==> config.mk <==
export PLATFORM = sky130hd
export DESIGN_NAME = pgm2w_master
export DESIGN_NICKNAME = d
export VERILOG_FILES = /design/src/rtl/pgm2w_pkg.sv /design/src/rtl/pgm2w_halfdiv.sv /design/src/rtl/pgm2w_delay.sv /design/src/rtl/pgm2w_shifter.sv /design/src/rtl/pgm2w_master.sv
export SDC_FILE = /design/constraint.sdc
export NUM_CORES = 1
export LEC_CHECK = 0
export BUFFER_PORTS_ARGS = -buffer_cell sky130_fd_sc_hd__buf_2
export CORE_ASPECT_RATIO = 0.6
export CORE_MARGIN = 5
export CORE_UTILIZATION = 45
export CTS_BUF_LIST = sky130_fd_sc_hd__clkbuf_2
export CTS_CLUSTER_SIZE = 16
export DETAILED_ROUTE_END_ITERATION = 8
export HOLD_SLACK_MARGIN = 0.06
export SLEW_MARGIN = 10
export SYNTH_ARGS = -nofsm -noshare
export SYNTH_HDL_FRONTEND = slang
export SYNTH_SLANG_ARGS = --single-unit
==> constraint.sdc <==
create_clock -name clk -period 2.61 [get_ports clk]
set_input_delay 0.1305 -clock clk [delete_from_list [all_inputs] [get_ports clk]]
set_output_delay 0.1305 -clock clk [all_outputs]
set_load 0.05 [all_outputs]
==> src/rtl/pgm2w_pkg.sv <==
// Shared constants and types for the two-wire programming master.
// Assumes frames never exceed FRAME_MAX bits and reads are READ_BITS wide.
package pgm2w_pkg;

    localparam int FRAME_MAX = 33;
    localparam int CNT_W     = $clog2(FRAME_MAX + 1);
    localparam int READ_BITS = 16;
    localparam int INSTR_W   = 24;
    localparam int KEY_BITS  = 32;

    typedef enum logic [1:0] {
        OP_ENTER = 2'b00,
        OP_EXEC  = 2'b01,
        OP_READ  = 2'b10,
        OP_EXIT  = 2'b11
    } pgm_op_e;

    typedef enum logic [1:0] {
        SH_IDLE,
        SH_TURN,
        SH_HIGH,
        SH_LOW
    } sh_state_e;

    typedef enum logic [3:0] {
        ST_IDLE,
        ST_PWR,
        ST_PULSE,
        ST_GAP,
        ST_KEY,
        ST_SETTLE,
        ST_EXEC,
        ST_RPRE,
        ST_RDATA,
        ST_OFF
    } seq_state_e;

endpackage

==> src/rtl/pgm2w_halfdiv.sv <==
// Half-period tick generator for the programming clock.
// Emits a one-cycle tick every HALF_DIV cycles while run is high; the phase
// restarts whenever run is low. Assumes HALF_DIV >= 1.
module pgm2w_halfdiv #(
    parameter int HALF_DIV = 13
) (
    input  logic clk,
    input  logic rst_n,
    input  logic run,
    output logic tick
);
    localparam int CW = (HALF_DIV > 1) ? $clog2(HALF_DIV) : 1;

    logic [CW-1:0] cnt;

    assign tick = run && (cnt == CW'(HALF_DIV - 1));

    // Count system cycles inside the current half-period.
    always_ff @(posedge clk) begin
        if (!rst_n || !run || tick) begin
            cnt <= '0;
        end else begin
            cnt <= cnt + 1'b1;
        end
    end
endmodule

==> src/rtl/pgm2w_delay.sv <==
// Down-counter for the entry waits. Loading value V-1 makes the
// expired flag appear V cycles after the load edge. Assumes one wait at a time.
module pgm2w_delay #(
    parameter int W = 14
) (
    input  logic         clk,
    input  logic         rst_n,
    input  logic         load,
    input  logic [W-1:0] value,
    output logic         expired
);
    logic [W-1:0] cnt;

    assign expired = (cnt == '0);

    // Load on request, otherwise count down to zero and stay there.
    always_ff @(posedge clk) begin
        if (!rst_n) begin
            cnt <= '0;
        end else if (load) begin
            cnt <= value;
        end else if (cnt != '0) begin
            cnt <= cnt - 1'b1;
        end
    end
endmodule

==> src/rtl/pgm2w_shifter.sv <==
// Bit engine: shifts nbits of tx_vec (bit 0 first) with clock-high then
// clock-low halves, launching data where the clock rises. In receive mode it
// first releases the line for one low half-period, then samples sin where the
// clock falls, filling rx_word from the top (first bit ends up as bit 0).
// A start in the final tick of a frame chains the next frame seamlessly.
module pgm2w_shifter
    import pgm2w_pkg::*;
(
    input  logic                 clk,
    input  logic                 rst_n,
    input  logic                 tick,
    input  logic                 start,
    input  logic                 rx_en,
    input  logic [CNT_W-1:0]     nbits,
    input  logic [FRAME_MAX-1:0] tx_vec,
    input  logic                 sin,
    output logic                 active,
    output logic                 fin,
    output logic                 sclk,
    output logic                 sdat,
    output logic                 soe,
    output logic [READ_BITS-1:0] rx_word
);
    sh_state_e              state;
    logic [FRAME_MAX-1:0]   tx_sh;
    logic [CNT_W-1:0]       left;
    logic                   rx_mode;

    assign active = (state != SH_IDLE);
    assign fin    = tick && (state == SH_LOW) && (left == CNT_W'(1));
    assign sclk   = (state == SH_HIGH);
    assign sdat   = active && !rx_mode && tx_sh[0];
    assign soe    = !(active && rx_mode);

    // Bit sequencing: load, step half-periods, shift out and sample in.
    always_ff @(posedge clk) begin
        if (!rst_n) begin
            state   <= SH_IDLE;
            tx_sh   <= '0;
            left    <= '0;
            rx_mode <= 1'b0;
            rx_word <= '0;
        end else if (start) begin
            rx_mode <= rx_en;
            tx_sh   <= tx_vec;
            left    <= nbits;
            state   <= rx_en ? SH_TURN : SH_HIGH;
        end else if (tick) begin
            case (state)
                SH_TURN: state <= SH_HIGH;
                SH_HIGH: begin
                    state <= SH_LOW;
                    if (rx_mode) begin
                        rx_word <= {sin, rx_word[READ_BITS-1:1]};
                    end
                end
                SH_LOW: begin
                    left  <= left - 1'b1;
                    tx_sh <= {1'b0, tx_sh[FRAME_MAX-1:1]};
                    state <= (left == CNT_W'(1)) ? SH_IDLE : SH_HIGH;
                end
                default: state <= SH_IDLE;
            endcase
        end
    end
endmodule

==> src/rtl/pgm2w_master.sv <==
// Two-wire programming master: command sequencer over the bit engine, the
// half-period divider and the wait counter. Accepts one command when idle,
// ignores strobes while busy, and pulses done for one cycle at the end.
// Assumes every wait parameter and HALF_DIV is at least 1.
module pgm2w_master
    import pgm2w_pkg::*;
#(
    parameter int          HALF_DIV     = 13,
    parameter int          PWR_WAIT     = 12500,
    parameter int          RST_PULSE    = 125,
    parameter int          RST_GAP      = 125,
    parameter int          ENTRY_SETTLE = 6250,
    parameter logic [31:0] ENTRY_KEY    = 32'hC3A5_5A3C
) (
    input  logic        clk,
    input  logic        rst_n,
    input  logic        cmd_start,
    input  logic [1:0]  cmd_op,
    input  logic [23:0] cmd_instr,
    output logic        busy,
    output logic        done,
    output logic [15:0] rd_data,
    output logic        pg_clk,
    output logic        pg_dat_o,
    output logic        pg_dat_oe,
    input  logic        pg_dat_i,
    output logic        tgt_rst_n,
    output logic        tgt_pwr_en
);
    localparam int MAX_A   = (PWR_WAIT > RST_PULSE) ? PWR_WAIT : RST_PULSE;
    localparam int MAX_B   = (RST_GAP > ENTRY_SETTLE) ? RST_GAP : ENTRY_SETTLE;
    localparam int WAITMAX = (MAX_A > MAX_B) ? MAX_A : MAX_B;
    localparam int DW      = $clog2(WAITMAX + 1);

    seq_state_e           state;
    logic                 first_pending;
    logic                 accept;
    pgm_op_e              op;

    logic                 sh_start, sh_rx, sh_fin, sh_active, tick;
    logic [CNT_W-1:0]     sh_nbits;
    logic [FRAME_MAX-1:0] sh_vec;
    logic                 dly_load, dly_exp;
    logic [DW-1:0]        dly_val;
    logic [KEY_BITS-1:0]  key_rev;

    // Key goes out most-significant bit first, so the engine sees it reversed.
    for (genvar i = 0; i < KEY_BITS; i++) begin : g_key_rev
        assign key_rev[i] = ENTRY_KEY[KEY_BITS-1-i];
    end

    assign op     = pgm_op_e'(cmd_op);
    assign accept = cmd_start && (state == ST_IDLE);
    assign busy   = (state != ST_IDLE);

    // Frame and wait requests issued on state transitions.
    always_comb begin
        sh_start = 1'b0;
        sh_rx    = 1'b0;
        sh_nbits = '0;
        sh_vec   = '0;
        dly_load = 1'b0;
        dly_val  = '0;
        case (state)
            ST_IDLE: begin
                if (accept) begin
                    case (op)
                        OP_ENTER: begin
                            dly_load = 1'b1;
                            dly_val  = DW'(PWR_WAIT - 1);
                        end
                        OP_EXEC: begin
                            sh_start = 1'b1;
                            if (first_pending) begin
                                sh_nbits = CNT_W'(9 + INSTR_W);
                                sh_vec   = {cmd_instr, 9'b0};
                            end else begin
                                sh_nbits = CNT_W'(4 + INSTR_W);
                                sh_vec   = {5'b0, cmd_instr, 4'b0};
                            end
                        end
                        OP_READ: begin
                            sh_start = 1'b1;
                            sh_nbits = CNT_W'(12);
                            sh_vec   = FRAME_MAX'(8);
                        end
                        default: ;
                    endcase
                end
            end
            ST_PWR: begin
                dly_load = dly_exp;
                dly_val  = DW'(RST_PULSE - 1);
            end
            ST_PULSE: begin
                dly_load = dly_exp;
                dly_val  = DW'(RST_GAP - 1);
            end
            ST_GAP: begin
                sh_start = dly_exp;
                sh_nbits = CNT_W'(KEY_BITS);
                sh_vec   = {1'b0, key_rev};
            end
            ST_KEY: begin
                dly_load = sh_fin;
                dly_val  = DW'(ENTRY_SETTLE - 1);
            end
            ST_RPRE: begin
                sh_start = sh_fin;
                sh_rx    = 1'b1;
                sh_nbits = CNT_W'(READ_BITS);
            end
            default: ;
        endcase
    end

    // Command sequencer with target power, reset line and done pulse.
    always_ff @(posedge clk) begin
        if (!rst_n) begin
            state         <= ST_IDLE;
            tgt_pwr_en    <= 1'b0;
            tgt_rst_n     <= 1'b0;
            first_pending <= 1'b0;
            done          <= 1'b0;
        end else begin
            done <= 1'b0;
            case (state)
                ST_IDLE: begin
                    if (accept) begin
                        case (op)
                            OP_ENTER: begin
                                state         <= ST_PWR;
                                tgt_pwr_en    <= 1'b1;
                                tgt_rst_n     <= 1'b0;
                                first_pending <= 1'b0;
                            end
                            OP_EXEC: begin
                                state         <= ST_EXEC;
                                first_pending <= 1'b0;
                            end
                            OP_READ: state <= ST_RPRE;
                            default: begin
                                state         <= ST_OFF;
                                tgt_pwr_en    <= 1'b0;
                                tgt_rst_n     <= 1'b0;
                                first_pending <= 1'b0;
                            end
                        endcase
                    end
                end
                ST_PWR: begin
                    if (dly_exp) begin
                        state     <= ST_PULSE;
                        tgt_rst_n <= 1'b1;
                    end
                end
                ST_PULSE: begin
                    if (dly_exp) begin
                        state     <= ST_GAP;
                        tgt_rst_n <= 1'b0;
                    end
                end
                ST_GAP: begin
                    if (dly_exp) state <= ST_KEY;
                end
                ST_KEY: begin
                    if (sh_fin) begin
                        state     <= ST_SETTLE;
                        tgt_rst_n <= 1'b1;
                    end
                end
                ST_SETTLE: begin
                    if (dly_exp) begin
                        state         <= ST_IDLE;
                        done          <= 1'b1;
                        first_pending <= 1'b1;
                    end
                end
                ST_EXEC, ST_RDATA: begin
                    if (sh_fin) begin
                        state <= ST_IDLE;
                        done  <= 1'b1;
                    end
                end
                ST_RPRE: begin
                    if (sh_fin) state <= ST_RDATA;
                end
                ST_OFF: begin
                    state <= ST_IDLE;
                    done  <= 1'b1;
                end
                default: state <= ST_IDLE;
            endcase
        end
    end

    pgm2w_halfdiv #(.HALF_DIV(HALF_DIV)) i_div (
        .clk   (clk),
        .rst_n (rst_n),
        .run   (sh_active),
        .tick  (tick)
    );

    pgm2w_delay #(.W(DW)) i_dly (
        .clk     (clk),
        .rst_n   (rst_n),
        .load    (dly_load),
        .value   (dly_val),
        .expired (dly_exp)
    );

    pgm2w_shifter i_sh (
        .clk     (clk),
        .rst_n   (rst_n),
        .tick    (tick),
        .start   (sh_start),
        .rx_en   (sh_rx),
        .nbits   (sh_nbits),
        .tx_vec  (sh_vec),
        .sin     (pg_dat_i),
        .active  (sh_active),
        .fin     (sh_fin),
        .sclk    (pg_clk),
        .sdat    (pg_dat_o),
        .soe     (pg_dat_oe),
        .rx_word (rd_data)
    );
endmodule

==> results of run 1 <==
[path summary, 6_finish.rpt]
kind                  from             end  slack (ns)  depth (start not counted)
max               state[3]    i_sh.left[1]        0.28                          6
max reg2reg       state[3]    i_sh.left[1]        0.28                          6
min reg2reg  i_sh.tx_sh[2]   i_sh.tx_sh[2]        0.48                          2
min          cmd_instr[11]  i_sh.tx_sh[15]        0.09                          5
[logic make-up (layout without fill, tap and decap cells)]
family,count (synthesis),count (layout),share of synthesized area
simple gates,187,187,0.216
compound gates,126,126,0.193
flops,84,84,0.379
buf+inv,52,130,0.0558
mux,44,44,0.100
xor+xnor,16,16,0.0316
fa+ha+maj,9,9,0.0254
[worst max-delay path: cells and delay by family (launching register included)]
| family | cells | cell delay [ns] |
|---|---|---|
| flip-flops | 1 | 0.67 |
| AND/OR/NAND/NOR | 3 | 0.65 |
| AO/OA/AOI/OAI | 2 | 0.61 |
| buffers and inverters | 1 | 0.31 |
[power by group through the flow]
stage	clock [mW]	sequential, mW	combinational [mW]
floorplan	0	1.70	1.42
global placement	0	1.77	1.83
detailed placement	0	1.77	1.83
CTS	0.579	1.75	1.90
global route	0.634	1.78	2.11
finish	0.565	1.75	1.93
[stage by stage]
step | total power, mW | setup slack, ns | hold WS, ns
floorplan | 3.13 | 0.356 | 0.269
global placement | 3.60 | 0.381 | 0.379
CTS | 4.22 | 0.337 | 0.0618
detailed placement | 3.61 | 0.387 | 0.397
global route | 4.53 | 0.121 | 0.0863
finish | 4.24 | 0.280 | 0.0938
[repair_timing]
action | in CTS | in global routing
hold buffers | 28 | 0
hold endpoints to repair | 39 | 0
setup buffers | 0 | 0
[routing by layer]
layer  global-route usage  up-vias  part of all wire
met5                    0        -                 0
met4               0.0493        0             0.011
met3               0.0549       14             0.084
met2                0.278      169              0.39
met1                0.323     1902              0.52
li1                     -     2004                 -
[synthesized netlist by cell type, types with 11 or more instances]
cell	number	area share
inv_1	13	0.011
mux2i_1	41	0.092
a21oi_1	23	0.026
clkbuf_1	21	0.018
nor2_1	44	0.037
dfxtp_1	84	0.38
nand3_1	14	0.016
o21ai_0	33	0.037
xnor2_1	11	0.022
a311oi_1	13	0.026
o22ai_1	13	0.018
buf_2	11	0.012
nand2_1	73	0.062
[layout make-up]
class | instances | area (um^2)
Clock buffer | 10 | 50.0
Clock inverter | 5 | 30.0
Fill cell | 950 | 4550
Inverter | 14 | 52.6
Multi-Input combinational cell | 382 | 2510
Sequential cell | 84 | 1680
Tap cell | 135 | 169
Timing Repair Buffer | 101 | 698
[placed cells by master, fill, tap and decap left out, types with 3 or more instances in the layout]
master | netlist | layout
nand3_1 | 14 | 14
nand2_1 | 73 | 73
a211oi_1 | 9 | 9
inv_1 | 13 | 13
or3_1 | 3 | 3
xnor2_1 | 11 | 11
nand2b_1 | 6 | 6
o22ai_1 | 13 | 13
buf_2 | 11 | 52
dfxtp_1 | 84 | 84
nor3_1 | 7 | 7
clkbuf_2 | 0 | 10
a21oi_1 | 23 | 23
o21a_1 | 6 | 6
clkinv_2 | 0 | 3
a31oi_1 | 3 | 3
o211a_1 | 10 | 10
xor2_1 | 5 | 5
dlygate4sd3_1 | 0 | 28
a311oi_1 | 13 | 13
o31ai_1 | 4 | 4
mux2i_1 | 41 | 41
buf_4 | 0 | 21
o21ai_0 | 33 | 33
and3_1 | 5 | 5
ha_1 | 9 | 9
nor2_1 | 44 | 44
mux2_2 | 3 | 3
nand4_1 | 4 | 4
[registers in the layout, summed over array words and instances, names as in the netlist]
register / count
i_sh.tx_sh: 33
i_sh.rx_word: 16
i_dly.cnt: 14
i_sh.left: 6
i_div.cnt: 4
state: 4
i_sh.state: 2
done: 1
first_pending: 1
i_sh.rx_mode: 1
tgt_pwr_en: 1
tgt_rst_n: 1
==> out/qor.csv, run 1 <==
metric,value,unit
ys_seq_elements,84,
end_kind,flip-flop,
place_area,4830,um^2
syn_nets,557,
grt_max_degree,37,
worstPathArrival,2.81,ns
die_x,138,um
antenna_found_initial,0,
ctsResizeCount,0,
routed_wl,12.3,mm
finalHoldViolCount,0,
switching_share,0.425,
power_density,818,nW/um^2
place_inst,688,
slowest_delay,0.67,ns
ys.flop_type,dfxtp_1,
htree_num_levels,3,
grt_pass1_wl,19.8,mm
drc_errors,0,
setup_tns,0,ns
worstPathRequired,3.09,ns
status,"complete, no violations",
p_leak,2.20,nW
path_max_fanout,22,
clock-sinks,84,
cts-buffers-inserted,9,
hold_class,input port to flip-flop,
synth_edf_count,0,
slowest_stage,dfxtp_1,
cts_tree,built,
initial_utilization,0.456,
wl_per_cell,16.8,um
cap_violations,0,
cts.reportedPaths.clkPinSlew,0.24,ns
die_y,86.9,um
drt-initial-drc-count,323,
core,9740,um^2
via_per_inst,5.59,
max_slew_margin,0.438,
layout-drive-gt1-share,0.183,
path_class,flip-flop to flip-flop,
p_comb_frac,0.454,
critical_path.cell_chain,nor2_1 > nand3_2 > o211a_1 > buf_4 > nand2_1 > a211oi_1,
first_pass_iters,5,
io_pins,53,
clock.fmax,429,MHz
seq_area_frac_synth,0.379,
fin_nets,631,
fp.dieArea,12000,um^2
worst_pin_slew,0.835,ns
ant_nets,0,
clk_latency,0.56,ns
layout.cells.non_filler,731,
cts_root_buffer,clkbuf_2,
p_seq_frac,0.413,
yosys_warnings,0,
finalClockSkew,0.0274,ns
area_growth,16.9,%
overflow,0,
numPortBuffers,52,
drv_slew,0,
power.switching,1.80,mW
gp_congestion,0.874,
intPower,2.44,mW
fin_area,5190,um^2
layout_min_cycle_time,2.33,ns
dp_hpwl,8.79,mm
clk_path_buf_depth,2,
diodes,0,
grt_pass1_vias,3692,
start_kind,flip-flop,
vias,4089,
fin_crit_sh,0.893,
num_rows,28,
clkPwrFrac,0.133,
vdd_drop_max,0.000341,V
avgSynthCellArea,8.57,um^2
finalCoreUtilization,0.533,
setup_viol,0,
synth_cells,518,
synth-async-reset-ratio,0,
track_usage,0.207,
rsz0062_at_grt,no,
yosys.cell_types.count,59,
synth.cell_area,4440,um^2
Note: power is estimated with default switching activity, not from simulation.
==> run 2: changes to the inputs <==
==> constraint.sdc (replaced) <==
create_clock -name clk -period 2.61 [get_ports clk]
set_input_delay 0.261 -clock clk [delete_from_list [all_inputs] [get_ports clk]]
set_output_delay 0.261 -clock clk [all_outputs]
set_load 0.05 [all_outputs]
==> run 2 against run 1 <==
Net effect: non-clock buffer count is 19 lower; clock skew is 0.0053 ns higher; cell count is 2.5% lower; global-route usage is 0.90 points lower; critical path type unchanged; largest cell class unchanged.
==> out/qor.csv, run 2 (synthesis gave the netlist of run 1 again) <==
metric,value,unit,change
fin_nets,612,,-3.0%
track_usage,0.198,,-0.00901
area_growth,14.1,%,
layout-drive-gt1-share,0.194,,+0.0109
finalHoldViolCount,0,,unchanged
ctsHoldBuffers,6,,-79%
holdPathStages,3,,-2
slowest_stage,and3_1,,
clock-sinks,84,,unchanged
final_common_cell,dfxtp_1,,
largest_reg_flops,33,,unchanged
crit_top_cell,and3_1,,
layout_common_cells,"84 x dfxtp_1, 73 x nand2_1, 52 x buf_2",,
drv_slew,0,,unchanged
power_density,877,nW/um^2,+7.3%
rsz0062_at_grt,no,,
path_delay_family,simple AND/OR/NAND/NOR gates,,
wl_per_cell,16.5,um,-1.9%
fin_crit_sh,0.890,,-0.00214
clk_latency,0.57,ns,about the same
cts_root_buffer,clkbuf_2,,
drt-initial-drc-count,317,,-1.9%
clock.fmax,430,MHz,+0.24%
vdd_drop_max,0.000578,V,+70%
path_class,flip-flop to flip-flop,,
first_pass_iters,5,,unchanged
cp.buffers_inverters,2,,+1
ant_nets,0,,unchanged
numPortBuffers,52,,unchanged
worstPathRequired,3.10,ns,about the same
finalWorstSetupSlack,0.286,ns,+0.00559 ns
pre_cts_ws,0.343,ns,-0.0448 ns
r2r_start,i_div.cnt[0],,
cts-buffers-inserted,9,,unchanged
overflow,0,,unchanged
diodes,0,,unchanged
cts.reportedPaths.clkPinSlew,0.24,ns,about the same
dp_hpwl,8.70,mm,-1.0%
path_depth,7,,+1
top_register,i_sh.tx_sh,,
finalCoreUtilization,0.520,,-0.0131
worstHoldStart,cmd_instr[4],,
finalClockSkew,0.0327,ns,+0.00530 ns
path_max_fanout,13,,-41%
largest_registers,"i_sh.tx_sh x33, i_sh.rx_word x16, i_dly.cnt x14",,
start_kind,flip-flop,,
ctsResizeCount,0,,unchanged
worst_pin_slew,0.774,ns,-0.0604 ns
initial_utilization,0.456,,unchanged
layout_min_cycle_time,2.32,ns,-0.00559 ns
end_kind,flip-flop,,
cts_tree,built,,
power,4.44,mW,+4.6%
setup_viol,0,,unchanged
routed_wl,11.7,mm,-4.3%
post_cts_buffers,0,,unchanged
critical_path.cell_chain,inv_1 > ha_1 > and3_1 > and3_1 > buf_4 > nand2_1 > a311oi_1,,
min_to,i_sh.tx_sh[8],,
hold_class,input port to flip-flop,,
io_pins,53,,unchanged
slowest_delay,0.64,ns,-0.03 ns
worstPathArrival,2.81,ns,about the same
fp.dieArea,12000,um^2,unchanged
drc_errors,0,,unchanged
die_x,138,um,unchanged
worst-r2r-cell-count,7,,+1
vias,3994,,-2.3%
core,9740,um^2,unchanged
htree_num_levels,3,,unchanged
num_rows,28,,unchanged
r2r_setup_slack,0.29,ns,about the same
fin_area,5060,um^2,-2.5%
grt_max_degree,51,,+38%
status,"complete, no violations",,
grt_pass1_wl,19.1,mm,-3.7%
setup_tns,0,ns,unchanged
gp_congestion,0.853,,-2.4%
via_per_inst,5.60,,+0.14%
max_slew_margin,0.479,,+0.0406
die_y,86.9,um,unchanged
p_leak,2.15,nW,-2.0%
grt_pass1_vias,3617,,-2.0%
clk_path_buf_depth,2,,unchanged
antenna_found_initial,0,,unchanged
place_area,4850,um^2,+0.31%
rr_endpoint,i_sh.tx_sh[26],,
cap_violations,0,,unchanged
[run 2: area by class of cell]
type	count	area [um^2]
repair buffers	82	503
fillers	971	4680
flip-flops and latches	84	1680
clock inverters	7	103
well taps	135	169
multi-input cells	382	2510
clock buffers	9	45.0
inverters	14	52.6
[run 2: metal layers]
| metal | GRT usage | share of wire |
|---|---|---|
| met2 | 0.261 | 0.38 |
| met4 | 0.0413 | 0.0064 |
| met5 | 0 | 0 |
| met3 | 0.0570 | 0.078 |
| met1 | 0.313 | 0.54 |
[run 2: worst max-delay path by stage]
stage / start / end / slack, ns
after floorplan: i_sh.state[1] / i_sh.rx_word[10] / 0.36
after global placement: i_div.cnt[0] / i_dly.cnt[11] / 0.42
after detailed placement: i_dly.cnt[0] / i_sh.rx_word[4] / 0.34
after CTS: i_dly.cnt[0] / i_sh.rx_word[4] / 0.29
after global routing: i_dly.cnt[0] / i_sh.rx_word[6] / 0.11
final: i_div.cnt[0] / i_sh.tx_sh[26] / 0.29
[run 2: worst min-delay path: stages]
cell	delay [ns]
buf_2	0.10
a211oi_1	0.07
a211oi_1	0.19
[run 2: where the power goes]
group          internal (mW)  switching (mW)
Clock                  0.333           0.491
Combinational          0.783            1.07
Sequential              1.52           0.244
[run 2: stage by stage]
stage,hold WS [ns],instances
after detailed placement,0.451,690
after global routing,0.0683,713
after global placement,0.446,690
after CTS,0.0728,712
after floorplan,0.400,518
final,0.110,713
==> run 3: changes to the inputs <==
--- a/config.mk
+++ b/config.mk
@@ -6,6 +6,8 @@
 export NUM_CORES = 1
 export LEC_CHECK = 0
 export BUFFER_PORTS_ARGS = -buffer_cell sky130_fd_sc_hd__buf_2
+export CELL_PAD_IN_SITES_DETAIL_PLACEMENT = 0
+export CELL_PAD_IN_SITES_GLOBAL_PLACEMENT = 1
 export CORE_ASPECT_RATIO = 0.6
 export CORE_MARGIN = 5
 export CORE_UTILIZATION = 45
@@ -13,6 +15,7 @@
 export CTS_CLUSTER_SIZE = 16
 export DETAILED_ROUTE_END_ITERATION = 8
 export HOLD_SLACK_MARGIN = 0.06
+export PLACE_DENSITY_LB_ADDON = 0.1
 export SLEW_MARGIN = 10
 export SYNTH_ARGS = -nofsm -noshare
 export SYNTH_HDL_FRONTEND = slang
==> run 3 against run 2 <==
Net effect: combinational power is 4% higher; setup slack worse by 0.066 ns; global-route usage is 0.16 points higher; clock power is 26% lower; maximum frequency is 2.7% lower; die area stayed put; design area is 0.67% higher; via count is 1.0% lower; critical path type unchanged; critical endpoint is now i_sh.tx_sh[27]; largest cell class unchanged.
==> out/qor.csv, run 3 (synthesis gave the netlist of run 1 again) <==
metric,value,unit,change
layout_min_cycle_time,2.39,ns,+0.0656 ns
setup_viol,0,,unchanged
overflow,0,,unchanged
initial_utilization,0.456,,unchanged
layout_common_cells,"84 x dfxtp_1, 73 x nand2_1, 52 x buf_2",,
clk_latency,0.58,ns,about the same
drv_slew,0,,unchanged
max_slew_margin,0.403,,-0.0757
cap_violations,0,,unchanged
worst_pin_slew,0.887,ns,+0.113 ns
power_density,839,nW/um^2,-4.3%
final_common_cell,dfxtp_1,,
clock.fmax,418,MHz,-2.7%
io_pins,53,,unchanged
vias,3953,,-1.0%
routed_wl,11.8,mm,+0.86%
via_per_inst,5.48,,-2.1%
finalCoreUtilization,0.523,,+0.00347
area_growth,14.8,%,
post_cts_buffers,0,,unchanged
drt-initial-drc-count,311,,-1.9%
top_register,i_sh.tx_sh,,
worst-r2r-cell-count,9,,+2
finalClockSkew,0.0374,ns,+0.00464 ns
hold_class,input port to flip-flop,,
dp_hpwl,8.74,mm,+0.49%
cts.reportedPaths.clkPinSlew,0.26,ns,+0.02 ns
finalHoldViolCount,0,,unchanged
path_max_fanout,23,,+10
status,"complete, no violations",,
numPortBuffers,52,,unchanged
die_y,86.9,um,unchanged
clk_path_buf_depth,2,,unchanged
diodes,0,,unchanged
fp.dieArea,12000,um^2,unchanged
worstPathRequired,3.09,ns,about the same
core,9740,um^2,unchanged
fin_crit_sh,0.916,,+0.0252
die_x,138,um,unchanged
first_pass_iters,6,,+1
grt_pass1_wl,19.3,mm,+0.76%
ant_nets,0,,unchanged
layout.cells.non_filler,721,,+1.1%
layout-drive-gt1-share,0.200,,+0.00589
p_leak,2.16,nW,+0.37%
cts_tree,built,,
htree_num_levels,3,,unchanged
antenna_found_initial,0,,unchanged
num-fill-cells,999,,+2.9%
grt_max_degree,51,,unchanged
track_usage,0.200,,+0.00160
vdd_drop_max,0.000617,V,+6.7%
finalWorstSetupSlack,0.220,ns,-0.0656 ns
num_rows,28,,unchanged
drc_errors,0,,unchanged
cts_root_buffer,clkbuf_2,,
start_kind,flip-flop,,
setup_tns,0,ns,unchanged
rsz0062_at_grt,no,,
place_inst,696,,+0.87%
holdPathStages,4,,+1
path_class,flip-flop to flip-flop,,
pre_cts_ws,0.279,ns,-0.0640 ns
grt_pass1_vias,3609,,-0.22%
largest_reg_flops,33,,unchanged
cts-buffers-inserted,9,,unchanged
wl_per_cell,16.4,um,-0.26%
largest_registers,"i_sh.tx_sh x33, i_sh.rx_word x16, i_dly.cnt x14",,
gp_congestion,0.858,,+0.61%
end_kind,flip-flop,,
power,4.28,mW,-3.7%
worstPathArrival,2.87,ns,+0.06 ns
fin_nets,621,,+1.5%
clock-sinks,84,,unchanged
ctsResizeCount,0,,unchanged
run 3: cell count changes in the layout (fill, tap and decap cells not counted):
cell,change
inv_8,-1
buf_12,+1
bufinv_16,-2
buf_4,+5
clkinvlp_4,+3
dlygate4sd3_1,+3
inv_6,-1
clkinv_4,+1
clkinv_2,-1
run 3: path summary, 6_finish.rpt:
| path | from | end | slack [ns] |
|---|---|---|---|
| min reg2reg | i_sh.rx_word[11] | i_sh.rx_word[10] | 0.48 |
| min | cmd_instr[5] | i_sh.tx_sh[9] | 0.10 |
| max reg2reg | i_sh.left[1] | i_sh.tx_sh[27] | 0.22 |
| max | i_sh.left[1] | i_sh.tx_sh[27] | 0.22 |
run 3: metrics by stage:
step	area, um^2	hold WS (ns)
2_1_floorplan	4440	0.400
3_3_place_gp	4900	0.444
3_5_place_dp	4900	0.457
4_1_cts	5100	0.0674
5_1_grt	5100	0.0715
6_report	5100	0.102
run 3: power by group:
group	total (mW)	switching, mW	internal [mW]
registers	1.75	0.229	1.52
clock network	0.613	0.486	0.127
logic	1.92	1.10	0.818
total	4.28	1.81	2.46
run 3: critical path, cell delays in order, from the launching register on:
cell and delay (ns):
dfxtp_1 0.41, inv_1 0.07, ha_1 0.17, nor3b_1 0.13, buf_4 0.15, nand4_4 0.12
o211a_1 0.63, buf_4 0.29, nor2_1 0.06, a311oi_1 0.27
run 3: area by class of cell:
| cell class | count | area (um^2) | share of cell area |
|---|---|---|---|
| flip-flops and latches | 84 | 1680 | 0.330 |
| repair buffers | 91 | 591 | 0.116 |
| inverters | 14 | 52.6 | 0.0103 |
| clock inverters | 6 | 48.8 | 0.00957 |
| multi-input cells | 382 | 2510 | 0.492 |
| clock buffers | 9 | 45.0 | 0.00884 |
| well taps | 135 | 169 | 0.0331 |
run 3: what timing repair did:
action,in CTS,in global routing
hold buffers,10,0
hold endpoints to repair,10,0
endpoints found under the setup margin,0,0
run 3: routing by layer:
| metal | global-route usage | vias up | routed length [um] |
|---|---|---|---|
| li1 | - | 1991 | - |
| met1 | 0.316 | 1847 | 6710 |
| met2 | 0.273 | 107 | 4430 |
| met3 | 0.0450 | 8 | 644 |
| met4 | 0.0413 | 0 | 68 |
| met5 | 0 | - | 0 |
